<file path="src/rtl/mdb_pkg.sv">
package mdb_pkg;
   typedef struct packed {
      logic has_data;
      logic full;
   } mdb_flags_t;

   typedef enum logic [1:0] {
      HOST_IDLE = 2'b00,
      HOST_POP  = 2'b01,
      HOST_PUSH = 2'b10,
      HOST_BOTH = 2'b11
   } mdb_host_op_e;
endpackage

</file>
<file path="src/rtl/mdb_occupancy.sv">
module mdb_occupancy
   import mdb_pkg::*;
#(
   parameter int DEPTH = 4,
   parameter int CNT_W = $clog2(DEPTH + 1)
) (
   input  logic             clk,
   input  logic             rst_n,
   input  logic             host_push,
   input  logic             host_pop,
   input  logic             flush,
   input  logic             eng_hold,
   input  logic             eng_done,
   input  logic [CNT_W-1:0] eng_count,
   output logic [CNT_W-1:0] level,
   output mdb_flags_t       flags,
   output logic             do_pop,
   output logic             do_push,
   output logic [CNT_W-1:0] push_slot
);
   localparam logic [CNT_W-1:0] LVL_MAX = CNT_W'(DEPTH);
   localparam logic [CNT_W-1:0] LVL_TOP = CNT_W'(DEPTH - 1);

   initial begin
      if (DEPTH < 2) $error("mdb_occupancy: DEPTH must be at least 2");
      if ((1 << CNT_W) <= DEPTH) $error("mdb_occupancy: CNT_W too narrow");
   end

   logic [CNT_W-1:0] level_q, level_d, after_pop, clamp_cnt;
   mdb_flags_t       flags_q, flags_d;
   mdb_host_op_e     op;

   assign op        = mdb_host_op_e'({host_push, host_pop});
   assign do_pop    = !flush && !eng_hold && (op == HOST_POP || op == HOST_BOTH)
                      && (level_q != '0);
   assign after_pop = do_pop ? level_q - CNT_W'(1) : level_q;
   assign do_push   = !flush && !eng_hold && (op == HOST_PUSH || op == HOST_BOTH)
                      && (after_pop != LVL_MAX);
   assign push_slot = after_pop;
   assign clamp_cnt = (eng_count > LVL_MAX) ? LVL_MAX : eng_count;

   always_comb begin
      level_d = level_q;
      flags_d = flags_q;
      if (flush) begin
         level_d = '0;
         flags_d = '0;
      end else if (eng_done) begin
         level_d          = clamp_cnt;
         flags_d.has_data = (clamp_cnt != '0);
         flags_d.full     = (clamp_cnt == LVL_MAX);
      end else if (!eng_hold) begin
         if (do_pop) begin
            if (level_q == LVL_MAX) flags_d.full = 1'b0;
            if (level_q == CNT_W'(1)) flags_d.has_data = 1'b0;
         end
         level_d = after_pop;
         if (do_push) begin
            level_d = after_pop + CNT_W'(1);
            if (after_pop == '0) flags_d.has_data = 1'b1;
            if (after_pop == LVL_TOP) flags_d.full = 1'b1;
         end
      end
   end

   always_ff @(posedge clk or negedge rst_n) begin
      if (!rst_n) begin
         level_q <= '0;
         flags_q <= '0;
      end else begin
         level_q <= level_d;
         flags_q <= flags_d;
      end
   end

   assign level = level_q;
   assign flags = flags_q;

   a_r4_no_overflow: assert property (@(posedge clk) disable iff (!rst_n)
      level_q <= LVL_MAX);
   a_r5_has_data_tracks: assert property (@(posedge clk) disable iff (!rst_n)
      flags_q.has_data == (level_q != '0));
   a_r6_full_tracks: assert property (@(posedge clk) disable iff (!rst_n)
      flags_q.full == (level_q == LVL_MAX));
   a_r7_flush_empties: assert property (@(posedge clk) disable iff (!rst_n)
      flush |=> (level_q == '0) && !flags_q.has_data && !flags_q.full);
   a_r9_done_level: assert property (@(posedge clk) disable iff (!rst_n)
      (eng_done && !flush && eng_count <= LVL_MAX) |=> level_q == $past(eng_count));
   a_r8_hold_keeps_level: assert property (@(posedge clk) disable iff (!rst_n)
      (eng_hold && !eng_done && !flush) |=> $stable(level_q));
   a_r10_full_both_steady: assert property (@(posedge clk) disable iff (!rst_n)
      (host_push && host_pop && !eng_hold && !flush && level_q == LVL_MAX)
      |=> level_q == LVL_MAX && flags_q.full);
endmodule

</file>
<file path="src/rtl/mdb_storage.sv">
module mdb_storage #(
   parameter int DEPTH  = 4,
   parameter int DATA_W = 8,
   parameter int CNT_W  = $clog2(DEPTH + 1),
   parameter int IDX_W  = (DEPTH > 1) ? $clog2(DEPTH) : 1
) (
   input  logic                        clk,
   input  logic                        rst_n,
   input  logic                        flush,
   input  logic                        shift,
   input  logic                        push_en,
   input  logic [CNT_W-1:0]            push_slot,
   input  logic [DATA_W-1:0]           push_data,
   input  logic                        ld_en,
   input  logic [IDX_W-1:0]            ld_idx,
   input  logic [DATA_W-1:0]           ld_data,
   output logic [DEPTH-1:0][DATA_W-1:0] slots
);
   initial begin
      if (DATA_W < 1) $error("mdb_storage: DATA_W must be positive");
   end

   logic [DEPTH-1:0][DATA_W-1:0] slot_q;

   for (genvar i = 0; i < DEPTH; i++) begin : g_slot
      logic [DATA_W-1:0] moved, next;
      if (i < DEPTH - 1) begin : g_shift
         assign moved = shift ? slot_q[i+1] : slot_q[i];
      end else begin : g_top
         assign moved = slot_q[i];
      end

      always_comb begin
         next = moved;
         if (flush) next = '0;
         else if (ld_en && ld_idx == IDX_W'(i)) next = ld_data;
         else if (push_en && push_slot == CNT_W'(i)) next = push_data;
      end

      always_ff @(posedge clk or negedge rst_n) begin
         if (!rst_n) slot_q[i] <= '0;
         else        slot_q[i] <= next;
      end
   end

   assign slots = slot_q;

   a_r7_flush_zeroes: assert property (@(posedge clk) disable iff (!rst_n)
      flush |=> slot_q == '0);
   a_r8_no_host_with_load: assert property (@(posedge clk) disable iff (!rst_n)
      ld_en |-> !shift && !push_en);
endmodule

</file>
<file path="src/rtl/i2c_mdata_buffer.sv">
module i2c_mdata_buffer
   import mdb_pkg::*;
#(
   parameter int DEPTH  = 4,
   parameter int DATA_W = 8,
   parameter int CNT_W  = $clog2(DEPTH + 1),
   parameter int IDX_W  = (DEPTH > 1) ? $clog2(DEPTH) : 1
) (
   input  logic              clk,
   input  logic              rst_n,
   input  logic              host_push,
   input  logic [DATA_W-1:0] host_push_data,
   input  logic              host_pop,
   output logic [DATA_W-1:0] host_rd_data,
   input  logic              flush,
   input  logic              eng_ld_en,
   input  logic [IDX_W-1:0]  eng_ld_idx,
   input  logic [DATA_W-1:0] eng_ld_data,
   input  logic              eng_done,
   input  logic [CNT_W-1:0]  eng_done_count,
   input  logic [IDX_W-1:0]  eng_rd_idx,
   output logic [DATA_W-1:0] eng_rd_data,
   output logic [CNT_W-1:0]  fill_level,
   output logic              flag_has_data,
   output logic              flag_full
);
   logic                         do_pop, do_push, eng_hold;
   logic [CNT_W-1:0]             push_slot, level;
   mdb_flags_t                   flags;
   logic [DEPTH-1:0][DATA_W-1:0] slots;

   assign eng_hold = eng_ld_en || eng_done;

   mdb_occupancy #(.DEPTH(DEPTH), .CNT_W(CNT_W)) u_occ (
      .clk       (clk),
      .rst_n     (rst_n),
      .host_push (host_push),
      .host_pop  (host_pop),
      .flush     (flush),
      .eng_hold  (eng_hold),
      .eng_done  (eng_done),
      .eng_count (eng_done_count),
      .level     (level),
      .flags     (flags),
      .do_pop    (do_pop),
      .do_push   (do_push),
      .push_slot (push_slot)
   );

   mdb_storage #(.DEPTH(DEPTH), .DATA_W(DATA_W), .CNT_W(CNT_W), .IDX_W(IDX_W)) u_store (
      .clk       (clk),
      .rst_n     (rst_n),
      .flush     (flush),
      .shift     (do_pop),
      .push_en   (do_push),
      .push_slot (push_slot),
      .push_data (host_push_data),
      .ld_en     (eng_ld_en && !flush),
      .ld_idx    (eng_ld_idx),
      .ld_data   (eng_ld_data),
      .slots     (slots)
   );

   assign host_rd_data  = (level == '0) ? '1 : slots[0];
   assign eng_rd_data   = (int'(eng_rd_idx) < DEPTH) ? slots[eng_rd_idx] : '0;
   assign fill_level    = level;
   assign flag_has_data = flags.has_data;
   assign flag_full     = flags.full;

   a_r2_empty_reads_ones: assert property (@(posedge clk) disable iff (!rst_n)
      (fill_level == '0) |-> host_rd_data == '1);
   a_r2_empty_pop_inert: assert property (@(posedge clk) disable iff (!rst_n)
      (fill_level == '0 && host_pop && !host_push && !flush && !eng_hold)
      |=> fill_level == '0 && !flag_has_data);
   a_r3_pop_lowers: assert property (@(posedge clk) disable iff (!rst_n)
      (fill_level != '0 && host_pop && !host_push && !flush && !eng_hold)
      |=> fill_level == $past(fill_level) - CNT_W'(1));
endmodule

</file>
<file path="config.mk">
export PLATFORM = sky130hd
export DESIGN_NAME = i2c_mdata_buffer
export DESIGN_NICKNAME = d
export VERILOG_FILES = /design/src/rtl/mdb_pkg.sv /design/src/rtl/mdb_occupancy.sv /design/src/rtl/mdb_storage.sv /design/src/rtl/i2c_mdata_buffer.sv
export SDC_FILE = /design/constraint.sdc
export NUM_CORES = 1
export LEC_CHECK = 0
export BUFFER_PORTS_ARGS = -buffer_cell sky130_fd_sc_hd__buf_4
export CORE_MARGIN = 1.5
export CORE_UTILIZATION = 51
export CTS_CLUSTER_DIAMETER = 50
export CTS_CLUSTER_SIZE = 40
export DETAILED_ROUTE_END_ITERATION = 8
export HOLD_SLACK_MARGIN = 0.03
export PLACE_DENSITY = 0.77
export SKIP_CTS_REPAIR_TIMING = 1
export SYNTH_ARGS = -nofsm -noshare
export SYNTH_HDL_FRONTEND = slang
export SYNTH_HIERARCHICAL = 1
export SYNTH_SLANG_ARGS = --single-unit
</file>
<file path="constraint.sdc">
create_clock -name clk -period 2.8 [get_ports clk]
set_clock_uncertainty 0.15 [all_clocks]
set_input_delay 0.42 -clock clk [delete_from_list [all_inputs] [get_ports clk]]
set_output_delay 0.42 -clock clk [all_outputs]
set_load 0.05 [all_outputs]
</file>
==> results.txt <==
The run finished with clean final reports. The routability congestion estimate came out at 0.889. Of the total power, registers draw 36.2%. In this run the cell area measured after placement is 3390 µm².

The final layout net count is 407. The critical path in this run is classified as reg -> reg. For this run, the detailed router's first-pass iteration total came to 5. Global routing used 26.6% of the available tracks across all layers. Most common library cell in the layout ignoring fill and taps: buf_4.

Counting flops and latches in the post-synthesis netlist gives 37. The area fraction of the dominant cell type after synthesis was 33.6%. The CTS clock-pin slew for the worst setup and hold paths is 80 ps, and the synthesized netlist cell count is 304.

In this run the mean area of a mapped cell was 9.07 µm². The clock reaches the later pin of the worst-skew pair after 290 ps. IR analysis of the VDD net gives a maximum drop of 323 µV. The net switching power is 0.505 mW. The min-delay analysis places its worst path in the category in -> reg.

The number of global-route vias before repair was 2522; the number of nets with antenna violations after routing was 0. The relative area change from synthesis to final layout was 28.9%; the share of async-settable or async-resettable flops after synthesis was 100%. Setup slack on the critical path of the routed design comes to 161 ps. Post-detailed-route DRC marker count: 0. The top cell types in the final layout, fill and taps aside, are buf_4 (78), nand2_1 (63), dfrtp_1 (35), a31oi_1 (29), nor2_1 (28). For this block, the routed nets add up to 7.73 mm of wire. Setup total negative slack on the finished layout was measured at 0 ps. The core region is 5170 µm². The number of max-capacitance violations reported is 0, and the maximum clock frequency is 379 MHz. Share of final-layout standard cells stronger than drive strength 1: 35.6%. The floorplan die height works out to 76.5 µm.

The logs give 6.02 mm for the sum of net half-perimeters after detailed placement and 338 for the net count of the mapped netlist. The first global-routing pass estimated 12.4 mm of wire. The final critical-path share of the clock period is 94.2%, and the worst-margin pin slew is 604 ps. Subtracting the final worst setup slack from the clock period gives 2640 ps. STA classifies the critical path endpoint as a register. Once the floorplan was initialized, standard cells occupied 53.3% of the core.

For the worst flop-to-flop path, the logic depth is 9. For the post-route core utilization, the log shows 68.7%. In this run the clock root is driven by a clkbuf_8.

The logs give 0 for the number of failing hold endpoints at the final stage and 37 for the clock net sink count. After synthesis, the cell types taking the most area are dfrtp_1 (34%), nand2_1 (8.7%), a22o_1 (7.6%). For the floorplan row count, the log shows 26. The number of antenna violations at the first check in global routing was 1; the data required time at the worst endpoint was 2880 ps. The count of buffers added on input and output ports is 50. In this run the horizontal extent of the chip is 76.5 µm. The run gives 380 as the fill cell total of the finished layout.

The tools report the I/O pin count as 51. Setup violations remaining at the end of the flow were counted as 0. The share of total power dissipated in combinational logic is 28.0%. The DRC violation total after the first TritonRoute iteration is 250. The type of origin of the critical path is a register. After routing the design area is 3550 µm².

The clock network burns 35.8% of the power. Prior to clock tree synthesis, the placed netlist has a worst setup slack of -89.5 ps. The final-report max-slew violation count is 0, and the switching share of power is 31.7%. TritonCTS built the clock tree. The total number of yosys warnings was 6. The clock passes through at most 2 buffers. In this run the static leakage power is 1.61 nW.

The run gives 2674 as the via count of the routed design. Hold-critical path depth: 3. Dividing the detail-routed via count by the number of cells gives 6.02. The internal power of the cells is 1.09 mW, and the routed wirelength normalized by instance count is 17.4 µm.

The cell area that synthesis handed to floorplanning was 2760 µm². Normalized max-slew margin: 59.4%. Setup repair after global routing left no endpoint under its margin. For this run, the leading register cell type out of synthesis is dfrtp_1. Of all nets on the critical path, the largest fanout is 10. The sequential cell area fraction in the yosys report was 33.6%. The number of distinct library cell variants in the gate-level netlist after synthesis is 51, and the arrival time of data at the critical path endpoint is 2720 ps. In this run the number of H-tree levels came out at 2. The synthesized design contains 0 enable-type register cells. Summed over all layers, the global routing overflow is 0. The run gives 5 as the total clock buffers created by CTS. The total power per unit cell area was 449 nW/µm²; the area of the die was 5850 µm². The tools report the maximum number of pins on one net before global-route repair as 38. Diode insertion count for antenna repair: 0.

The biggest area contributor in the post-synthesis netlist is dfrtp_1.
## synthesized netlist by cell type (2+ instances only)
cell and n:
a21boi_0 2, a21oi_1 4, a22o_1 24, a311o_1 2
a31oi_1 31, and2_1 2, and4bb_2 2, buf_2 6
buf_6 3, clkbuf_1 7, dfrtp_1 37, ha_1 4
inv_1 7, mux2i_1 8, mux4_2 8, nand2_1 64
nand3_1 5, nand3b_1 2, nand4bb_1 2, nor2_1 28
nor2b_1 3, nor3_1 2, nor3_2 3, nor3b_2 2
o2111ai_1 2, o211ai_1 3, o21ai_0 2, o31ai_1 8
or2_2 9
## kinds of logic after synthesis
family | share of synthesized area, %
DFF | 33.6
AOI/OAI and AO/OA | 23.9
buffers and inverters | 4.68
muxes | 10.8
adders and majority gates | 1.82
and+or+nand+nor | 25.3
## power by group through the flow
| stage | Sequential (mW) | Combinational, mW | Clock, mW |
|---|---|---|---|
| floorplan | 0.597 | 0.264 | 0 |
| global placement | 0.584 | 0.429 | 0 |
| detailed placement | 0.586 | 0.439 | 0 |
| CTS | 0.575 | 0.441 | 0.570 |
| global route | 0.579 | 0.478 | 0.597 |
| finish | 0.577 | 0.447 | 0.570 |
## worst paths after layout
kind | slack (ps) | endpoint | start
worst max-delay path | 160 | u_store/slots[4] | u_occ/level[0]
worst min-delay path | 290 | u_occ/flags[0] | eng_done_count[2]
worst max register to register | 160 | u_store/slots[4] | u_occ/level[0]
worst min register to register | 370 | u_store/slots[4] | u_store/slots[4]
max in group asynchronous | 1660 | u_occ/level[1] | rst_n
min in group asynchronous | 470 | u_occ/level[2] | rst_n
## worst max-delay path: stages, from the launching register on
cell	delay [ps]
dfrtp_2	410
inv_2	80
ha_1	160
and4bb_1	260
mux2i_4	270
o21a_1	150
or4b_1	450
buf_6	170
a31oi_4	290
a22o_1	180
## routing by layer
metal	track usage (%)	part of all wire, %
met5	0	0
met4	6.30	0.91
met3	5.39	8.7
met2	41.3	45
met1	38.4	45
## state kept, by name, indices dropped and copies added (netlist names)
| register | count |
|---|---|
| u_occ/flags | 2 |
| u_occ/level | 3 |
| u_store/g_slot.moved | 8 |
| u_store/slots | 24 |
## stage by stage
step / hold WS (ps) / instances / power [mW]
after global placement: 258 / 435 / 1.01
after CTS: -50.6 / 443 / 1.59
after global routing: 323 / 444 / 1.65
final: 294 / 444 / 1.59
after detailed placement: 262 / 435 / 1.03
after floorplan: -25.6 / 304 / 0.861
## final cells by class
cell class | instances | area [µm²] | share of cell area, %
Timing Repair Buffer | 80 | 607 | 17.1
Inverter | 7 | 26.3 | 0.740
Multi-Input combinational cell | 242 | 1770 | 49.7
Clock buffer | 5 | 68.8 | 1.94
Clock inverter | 3 | 68.8 | 1.94
Sequential cell | 37 | 928 | 26.1
Tap cell | 70 | 87.6 | 2.47
No activity file was read; power rests on OpenSTA's default activity.
